<file path="src/rtl/swd_pkg.sv">
package swd_pkg;
  localparam int DATA_W   = 32;
  localparam int ADDR_W   = 2;
  localparam int REQ_BITS = 7;   // bits after the start bit
  localparam int ACK_BITS = 3;

  // control word bit positions (also the abort mask positions)
  localparam int CS_ORUN_EN = 0;
  localparam int CS_ORUN    = 1;
  localparam int CS_APERR   = 4;
  localparam int CS_WDERR   = 7;

  localparam logic [ADDR_W-1:0] LOC_ID_ABORT = 2'd0;
  localparam logic [ADDR_W-1:0] LOC_CTRL     = 2'd1;
  localparam logic [ADDR_W-1:0] LOC_ZERO     = 2'd2;
  localparam logic [ADDR_W-1:0] LOC_RDBUF    = 2'd3;

  typedef enum logic [ACK_BITS-1:0] {
    ACK_OK    = 3'b001,
    ACK_WAIT  = 3'b010,
    ACK_FAULT = 3'b100
  } ack_e;

  typedef enum logic [2:0] {
    S_IDLE, S_REQ, S_TRN_A, S_ACK, S_RDATA, S_TRN_B, S_WDATA, S_SKIP
  } lstate_e;

  typedef struct packed {
    logic              ap;
    logic              rnw;
    logic [ADDR_W-1:0] addr;
  } req_t;
endpackage

</file>
<file path="src/rtl/swd_link.sv">
module swd_link
  import swd_pkg::*;
(
  input  logic              clk,
  input  logic              rst,
  input  logic              swdio_in,
  output logic              swdio_out,
  output logic              swdio_oe,
  output req_t              req,
  output logic              hs,
  input  ack_e              ack,
  input  logic [DATA_W-1:0] rdata,
  output logic              wr_commit,
  output logic              wr_bad,
  output logic [DATA_W-1:0] wdata
);
  localparam int CW     = $clog2(DATA_W + 1);
  localparam int SKIP_N = ACK_BITS + 1;

  lstate_e             state;
  logic [CW-1:0]       cnt;
  logic [REQ_BITS-1:0] req_sr;
  logic [REQ_BITS-1:0] req_next;
  logic [ACK_BITS-1:0] ack_q;
  logic [DATA_W-1:0]   rd_sr;
  logic [DATA_W-1:0]   wd_sr;
  logic                rd_par;
  logic                wr_follow;
  logic                req_good;
  logic                last_w;

  assign req_next  = {swdio_in, req_sr[REQ_BITS-1:1]};
  assign req_good  = req_next[6] & ~req_next[5] & (req_next[4] == ^req_next[3:0]);
  assign hs        = (state == S_TRN_A);
  assign last_w    = (state == S_WDATA) && (cnt == CW'(DATA_W));
  assign wr_commit = last_w && (swdio_in == ^wd_sr);
  assign wr_bad    = last_w && (swdio_in != ^wd_sr);
  assign wdata     = wd_sr;

  always_ff @(posedge clk) begin
    if (rst) begin
      state     <= S_IDLE;
      cnt       <= '0;
      swdio_oe  <= 1'b0;
      swdio_out <= 1'b0;
      req_sr    <= '0;
      req       <= '0;
      ack_q     <= '0;
      rd_sr     <= '0;
      rd_par    <= 1'b0;
      wd_sr     <= '0;
      wr_follow <= 1'b0;
    end else begin
      case (state)
        S_IDLE: begin
          cnt <= '0;
          if (swdio_in) state <= S_REQ;
        end
        S_REQ: begin
          req_sr <= req_next;
          cnt    <= cnt + 1'b1;
          if (cnt == CW'(REQ_BITS - 1)) begin
            cnt <= '0;
            if (req_good) begin
              req   <= '{ap: req_next[0], rnw: req_next[1], addr: {req_next[3], req_next[2]}};
              state <= S_TRN_A;
            end else begin
              state <= S_SKIP;
            end
          end
        end
        S_TRN_A: begin
          ack_q     <= ack;
          rd_sr     <= rdata;
          rd_par    <= ^rdata;
          swdio_oe  <= 1'b1;
          swdio_out <= ack[0];
          cnt       <= '0;
          state     <= S_ACK;
        end
        S_ACK: begin
          cnt <= cnt + 1'b1;
          if (cnt == CW'(0)) begin
            swdio_out <= ack_q[1];
          end else if (cnt == CW'(1)) begin
            swdio_out <= ack_q[2];
          end else begin
            cnt <= '0;
            if (ack_q == ACK_OK && req.rnw) begin
              swdio_out <= rd_sr[0];
              rd_sr     <= rd_sr >> 1;
              state     <= S_RDATA;
            end else begin
              swdio_oe  <= 1'b0;
              wr_follow <= (ack_q == ACK_OK);
              state     <= S_TRN_B;
            end
          end
        end
        S_RDATA: begin
          cnt <= cnt + 1'b1;
          if (cnt < CW'(DATA_W - 1)) begin
            swdio_out <= rd_sr[0];
            rd_sr     <= rd_sr >> 1;
          end else if (cnt == CW'(DATA_W - 1)) begin
            swdio_out <= rd_par;
          end else begin
            swdio_oe  <= 1'b0;
            wr_follow <= 1'b0;
            state     <= S_TRN_B;
          end
        end
        S_TRN_B: begin
          cnt   <= '0;
          state <= wr_follow ? S_WDATA : S_IDLE;
        end
        S_WDATA: begin
          cnt <= cnt + 1'b1;
          if (cnt < CW'(DATA_W)) wd_sr <= {swdio_in, wd_sr[DATA_W-1:1]};
          else                   state <= S_IDLE;
        end
        S_SKIP: begin
          cnt <= cnt + 1'b1;
          if (cnt == CW'(SKIP_N - 1)) state <= S_IDLE;
        end
        default: state <= S_IDLE;
      endcase
    end
  end


  line_released_chk: assert property (@(posedge clk) disable iff (rst)
    (state inside {S_IDLE, S_REQ, S_WDATA, S_SKIP}) |-> !swdio_oe);

  ack_drive_chk: assert property (@(posedge clk) disable iff (rst)
    hs |=> swdio_oe);

  read_drive_chk: assert property (@(posedge clk) disable iff (rst)
    (state == S_RDATA) |-> swdio_oe);
endmodule

</file>
<file path="src/rtl/swd_dp_regs.sv">
module swd_dp_regs
  import swd_pkg::*;
#(
  parameter logic [DATA_W-1:0] IDCODE = 32'h0BA0_0477
) (
  input  logic              clk,
  input  logic              rst,
  input  req_t              req,
  input  logic              hs,
  output ack_e              ack,
  output logic [DATA_W-1:0] rdata,
  input  logic              wr_commit,
  input  logic              wr_bad,
  input  logic [DATA_W-1:0] wdata,
  output logic              ap_valid,
  output logic              ap_write,
  output logic [ADDR_W-1:0] ap_addr,
  output logic [DATA_W-1:0] ap_wdata,
  input  logic              ap_ready,
  input  logic [DATA_W-1:0] ap_rdata,
  input  logic              ap_err
);
  logic              orun_en, orun_f, err_f, wderr_f, sticky;
  logic [DATA_W-1:0] rd_buf;
  logic [DATA_W-1:0] ctrl_word;

  assign sticky = orun_f | err_f | wderr_f;

  always_comb begin
    ctrl_word             = '0;
    ctrl_word[CS_ORUN_EN] = orun_en;
    ctrl_word[CS_ORUN]    = orun_f;
    ctrl_word[CS_APERR]   = err_f;
    ctrl_word[CS_WDERR]   = wderr_f;
  end

  always_comb begin
    ack = ACK_OK;
    if (req.ap) begin
      if (sticky)        ack = ACK_FAULT;
      else if (ap_valid) ack = ACK_WAIT;
    end
  end

  always_comb begin
    if (req.ap) begin
      rdata = rd_buf;
    end else begin
      case (req.addr)
        LOC_ID_ABORT: rdata = IDCODE;
        LOC_CTRL:     rdata = ctrl_word;
        LOC_ZERO:     rdata = '0;
        default:      rdata = rd_buf;
      endcase
    end
  end

  always_ff @(posedge clk) begin
    if (rst) begin
      orun_en  <= 1'b0;
      orun_f   <= 1'b0;
      err_f    <= 1'b0;
      wderr_f  <= 1'b0;
      rd_buf   <= '0;
      ap_valid <= 1'b0;
      ap_write <= 1'b0;
      ap_addr  <= '0;
      ap_wdata <= '0;
    end else begin
      if (wr_commit && !req.ap && req.addr == LOC_ID_ABORT) begin
        if (wdata[CS_ORUN])  orun_f  <= 1'b0;
        if (wdata[CS_APERR]) err_f   <= 1'b0;
        if (wdata[CS_WDERR]) wderr_f <= 1'b0;
      end
      if (wr_commit && !req.ap && req.addr == LOC_CTRL) orun_en <= wdata[CS_ORUN_EN];
      if (wr_bad) wderr_f <= 1'b1;
      if (hs && ack == ACK_WAIT && orun_en) orun_f <= 1'b1;
      if (ap_valid && ap_ready) begin
        ap_valid <= 1'b0;
        if (!ap_write) rd_buf <= ap_rdata;
        if (ap_err)    err_f  <= 1'b1;
      end
      if (hs && ack == ACK_OK && req.ap && req.rnw) begin
        ap_valid <= 1'b1;
        ap_write <= 1'b0;
        ap_addr  <= req.addr;
      end
      if (wr_commit && req.ap) begin
        ap_valid <= 1'b1;
        ap_write <= 1'b1;
        ap_addr  <= req.addr;
        ap_wdata <= wdata;
      end
    end
  end


  no_launch_on_reject_chk: assert property (@(posedge clk) disable iff (rst)
    (hs && req.ap && ack != ACK_OK) |=> !$rose(ap_valid));

  orun_latch_chk: assert property (@(posedge clk) disable iff (rst)
    (hs && ack == ACK_WAIT && orun_en) |=> orun_f);

  ap_hold_chk: assert property (@(posedge clk) disable iff (rst)
    (ap_valid && !ap_ready) |=> (ap_valid && $stable(ap_addr) && $stable(ap_write) && $stable(ap_wdata)));

  ap_err_latch_chk: assert property (@(posedge clk) disable iff (rst)
    (ap_valid && ap_ready && ap_err) |=> err_f);
endmodule

</file>
<file path="src/rtl/swd_target_port.sv">
module swd_target_port
  import swd_pkg::*;
#(
  parameter logic [31:0] IDCODE = 32'h0BA0_0477
) (
  input  logic        clk,
  input  logic        rst,
  input  logic        swdio_in,
  output logic        swdio_out,
  output logic        swdio_oe,
  output logic        ap_valid,
  output logic        ap_write,
  output logic [1:0]  ap_addr,
  output logic [31:0] ap_wdata,
  input  logic        ap_ready,
  input  logic [31:0] ap_rdata,
  input  logic        ap_err
);
  req_t              req;
  logic              hs, wr_commit, wr_bad;
  ack_e              ack;
  logic [DATA_W-1:0] rdata, wdata;

  swd_link u_link (
    .clk(clk), .rst(rst), .swdio_in(swdio_in), .swdio_out(swdio_out),
    .swdio_oe(swdio_oe), .req(req), .hs(hs), .ack(ack), .rdata(rdata),
    .wr_commit(wr_commit), .wr_bad(wr_bad), .wdata(wdata)
  );

  swd_dp_regs #(.IDCODE(IDCODE)) u_regs (
    .clk(clk), .rst(rst), .req(req), .hs(hs), .ack(ack), .rdata(rdata),
    .wr_commit(wr_commit), .wr_bad(wr_bad), .wdata(wdata),
    .ap_valid(ap_valid), .ap_write(ap_write), .ap_addr(ap_addr),
    .ap_wdata(ap_wdata), .ap_ready(ap_ready), .ap_rdata(ap_rdata), .ap_err(ap_err)
  );
endmodule

</file>
<file path="config.mk">
export PLATFORM = sky130hd
export DESIGN_NAME = swd_target_port
export DESIGN_NICKNAME = d
export VERILOG_FILES = /design/src/rtl/swd_pkg.sv /design/src/rtl/swd_link.sv /design/src/rtl/swd_dp_regs.sv /design/src/rtl/swd_target_port.sv
export SDC_FILE = /design/constraint.sdc
export NUM_CORES = 1
export LEC_CHECK = 0
export ABC_AREA = 0
export BUFFER_PORTS_ARGS = -buffer_cell sky130_fd_sc_hd__buf_4
export CORE_UTILIZATION = 48
export DETAILED_ROUTE_END_ITERATION = 10
export PLACE_DENSITY = 0.71
export SYNTH_ARGS = -nofsm -noshare
export SYNTH_HDL_FRONTEND = slang
export SYNTH_SLANG_ARGS = --single-unit
</file>
<file path="constraint.sdc">
create_clock -name clk -period 2.2 [get_ports clk]
set_input_delay 0.22 -clock clk [delete_from_list [all_inputs] [get_ports clk]]
set_output_delay 0.22 -clock clk [all_outputs]
set_load 0.005 [all_outputs]
</file>
==> flow_summary.yaml <==
global_routing:
  grt_first_pass_wirelength_um: 27000
  grt_max_degree: 67
  antenna_found_initial: 0
  grt-ovfl-total: 0
  grt_use_total_pct: 22.4
  grt_pass1_vias: 5483
sta:
  period_minus_slack_ps: 2300
  finalWorstSetupSlack_ps: -98.4
  skew_ps: 19.1
  fmax_mhz: 435
  worst_slew_pin_slew_ps: 587
  post-route-period-util_pct: 104
  finalHoldViolCount: 0
  slew_headroom_pct: 60.9
  setup_viol: 29
  rsz0062_at_grt: "yes"
  final_max_slew_viol_count: 0
placed_design:
  place_congestion: 0.881
  dpl_cell_area_sq_um: 8240
  post-dp-hpwl_um: 10800
  io_buffers: 74
drt:
  avgViaCountPerCell: 5.25
  routed_wirelength_um: 16500
  drc: 0
  ant_nets: 0
  first_pass_iters: 7
  wire_per_inst_um: 14.2
  drt_iter0_drc: 432
  vias: 6101
clocking:
  htreeDepth: 4
  clockBufferDepth: 2
  hold_buffers: 0
  cts-root-buf: "clkbuf_16"
  clock_latency_ps: 430
  clock_sinks: 162
  clk_pin_slew_ps: 60
  cts_buffers: 17
  cts_tree: "built"
outcome:
  violations: "setup timing"
  status: "complete, but fails checks"
final_layout:
  stdcell_area_sq_um: 9040
  utilization_pct: 62.2
  nets: 1005
  layout_commonest_cell: "nand2_1"
  final_cell_mix: "194 x nand2_1, 152 x dfxtp_1, 133 x buf_4"
  drive_gt1_share_pct: 20.8
  fillers: 1288
  syn2layout_area_growth_pct: 26.3
  n_antenna_cell: 0
die:
  dieArea_sq_um: 15400
  start_util_pct: 49.3
  die_w_um: 124
  die_h_um: 124
  core_sq_um: 14500
  rows: 44
  num_io_pins: 75
synthesis:
  syn-num-nets: 900
  synth_top_family_by_area: "simple AND/OR/NAND/NOR gates"
  synth_fa_ha_area_share_pct: 0.699
  yosys.area_share.simple_pct: 20.0
  ys_types: 48
  syn_avg_cell_area_sq_um: 8.34
  ys_seq_area_share_pct: 45.3
  syn_area_sq_um: 7160
  yosys_register_bits: 162
  synth-edff-count: 0
  synth_compound_area_share_pct: 13.8
  ys.flop_type: "dfxtp_1"
  synthXorXnorAreaFrac_pct: 9.08
  synthMuxAreaShare_pct: 7.02
  synthCells: 859
  postSynth.asyncResetShare_pct: 0
  yosysWarnings: 0
critical_path:
  critPathCaptureType: "flip-flop"
  crit_end: "u_regs.ap_wdata[15]$_SDFFE_PP0P_"
  required_ps: 2510
  cp.arrival_ps: 2610
  startpoint_type: "flip-flop"
  critical_path_peak_fanout: 6
  rr_endpoint: "u_regs.ap_wdata[15]$_SDFFE_PP0P_"
  regToRegSetupSlack_ps: -100
  reg2reg_from: "u_link.wdata[17]$_SDFFE_PP0P_"
  worstRegToRegCells: 9
  critPathLaunch: "u_link.wdata[17]$_SDFFE_PP0P_"
  criticalPathCategory: "flip-flop to flip-flop"
power_and_ir_drop:
  ir_drop_mv: 0.539
  p_per_area_nw_per_um2: 700
  p_leak_uw: 0.00361
flow_run:
  drv_cap: 0
hold_path:
  hold_class: "primary input to flip-flop"
==> kinds of logic (layout without fill, tap and decap cells) <==
group,count (synthesis),after routing
simple gates,346,346
xor+xnor,67,67
compound gates,164,164
flops,162,162
fa+ha+maj,4,4
buf+inv,67,185
mux,49,49
==> state kept, by name, indices dropped and copies added (netlist names), 2 cells and up <==
| name | cells |
|---|---|
| u_link.rd_sr | 32 |
| u_link.wdata | 32 |
| u_regs.ap_wdata | 32 |
| u_regs.rd_buf | 32 |
| u_link.cnt | 6 |
| u_link.req_sr | 6 |
| u_link.req | 4 |
| u_link.ack_q | 3 |
| u_link.state | 3 |
| u_regs.ap_addr | 2 |
==> synthesized netlist by cell type, types with 2 or more instances <==
| master | instances | area (sq um) |
|---|---|---|
| a211oi_1 | 7 | 52.6 |
| nand4_1 | 2 | 12.5 |
| inv_1 | 9 | 33.8 |
| a311oi_1 | 19 | 166 |
| xnor3_1 | 3 | 67.6 |
| a21oi_1 | 99 | 495 |
| or3_1 | 4 | 25.0 |
| buf_1 | 7 | 26.3 |
| clkbuf_1 | 48 | 180 |
| nor2b_1 | 2 | 12.5 |
| nor3_1 | 10 | 50.1 |
| and3_1 | 2 | 12.5 |
| dfxtp_1 | 162 | 3240 |
| a22o_1 | 2 | 17.5 |
| nor3b_1 | 2 | 15.0 |
| xor2_1 | 9 | 78.8 |
| ha_1 | 4 | 50.1 |
| a21o_1 | 2 | 15.0 |
| nor2_1 | 84 | 315 |
| nor4_1 | 2 | 12.5 |
| a22oi_1 | 6 | 45.0 |
| xnor2_1 | 53 | 464 |
| mux2i_1 | 48 | 480 |
| a31oi_1 | 2 | 12.5 |
| nand3_1 | 28 | 140 |
| buf_12 | 2 | 40.0 |
| nand2b_1 | 10 | 62.6 |
| and2_1 | 2 | 12.5 |
| nand2_1 | 194 | 728 |
| o211ai_1 | 10 | 75.1 |
| o21ai_0 | 8 | 40.0 |
==> metrics by stage <==
| step | setup TNS [ps] | hold slack [ps] | setup WS [ps] | instances | power [uW] |
|---|---|---|---|---|---|
| 2_1_floorplan | 0 | 356 | 0.932 | 859 | 3290 |
| 3_3_place_gp | 0 | 439 | 12.8 | 1121 | 3430 |
| 3_5_place_dp | -104 | 443 | -22.3 | 1121 | 3440 |
| 4_1_cts | -319 | 23.1 | -30.9 | 1159 | 6370 |
| 5_1_grt | -6030 | 26.3 | -228 | 1161 | 6550 |
| 6_report | -2250 | 38.0 | -98.4 | 1161 | 6330 |
==> timing repair <==
item / 4_1_cts / 5_1_grt
buffers inserted: 4 / 2
cloned: 2 / 1
pin swaps: 4 / 9
setup endpoints to repair: 31 / 39
gates resized for setup: 18 / 12
==> worst min path at each step <==
| stage | slack (ps) | end | from | cells past startpoint |
|---|---|---|---|---|
| 2_1_floorplan | 360 | u_regs.rd_buf[0]$_SDFFE_PP0P_ | ap_rdata[0] | 2 |
| 3_3_place_gp | 440 | u_link.rd_sr[25]$_SDFFE_PP0P_ | u_link.rd_sr[25]$_SDFFE_PP0P_ | 2 |
| 3_5_place_dp | 440 | u_link.rd_sr[25]$_SDFFE_PP0P_ | u_link.rd_sr[25]$_SDFFE_PP0P_ | 2 |
| 4_1_cts | 20 | u_regs.rd_buf[5]$_SDFFE_PP0P_ | ap_rdata[5] | 3 |
| 5_1_grt | 30 | u_regs.rd_buf[5]$_SDFFE_PP0P_ | ap_rdata[5] | 3 |
| 6_report | 40 | u_regs.rd_buf[20]$_SDFFE_PP0P_ | ap_rdata[20] | 3 |
==> critical path, stage by stage, from the launching register on <==
cell and delay [ps]:
dfxtp_1 340, xnor2_2 190, xnor2_1 170, xnor2_1 160, xnor3_2 490, mux2i_4 270, buf_4 170, buf_8 120
mux2i_1 210, nor2_1 60
==> per-layer routing <==
layer | routed length (um) | global-route usage, % | vias to the layer above
li1 | - | - | 3107
met1 | 7920 | 30.6 | 2823
met2 | 7650 | 34.7 | 149
met3 | 723 | 5.49 | 22
met4 | 251 | 6.85 | 0
met5 | 0 | 0 | -
==> layout make-up <==
class / count / area, sq um / area share (%)
Multi-Input combinational cell: 630 / 3730 / 41.2
Clock buffer: 21 / 460 / 5.09
Inverter: 9 / 33.8 / 0.373
Tap cell: 184 / 230 / 2.55
Clock inverter: 11 / 126 / 1.40
Sequential cell: 162 / 3260 / 36.0
Timing Repair Buffer: 144 / 1210 / 13.4
==> power by group <==
part	internal, uW	switching, uW	total (uW)	leakage (uW)
Sequential	2980	30.9	3010	0.00131
Clock	1740	1210	2950	0.000277
Combinational	163	206	369	0.00202
Total	4880	1450	6330	0.00361
(Power assumes the default switching activity.)
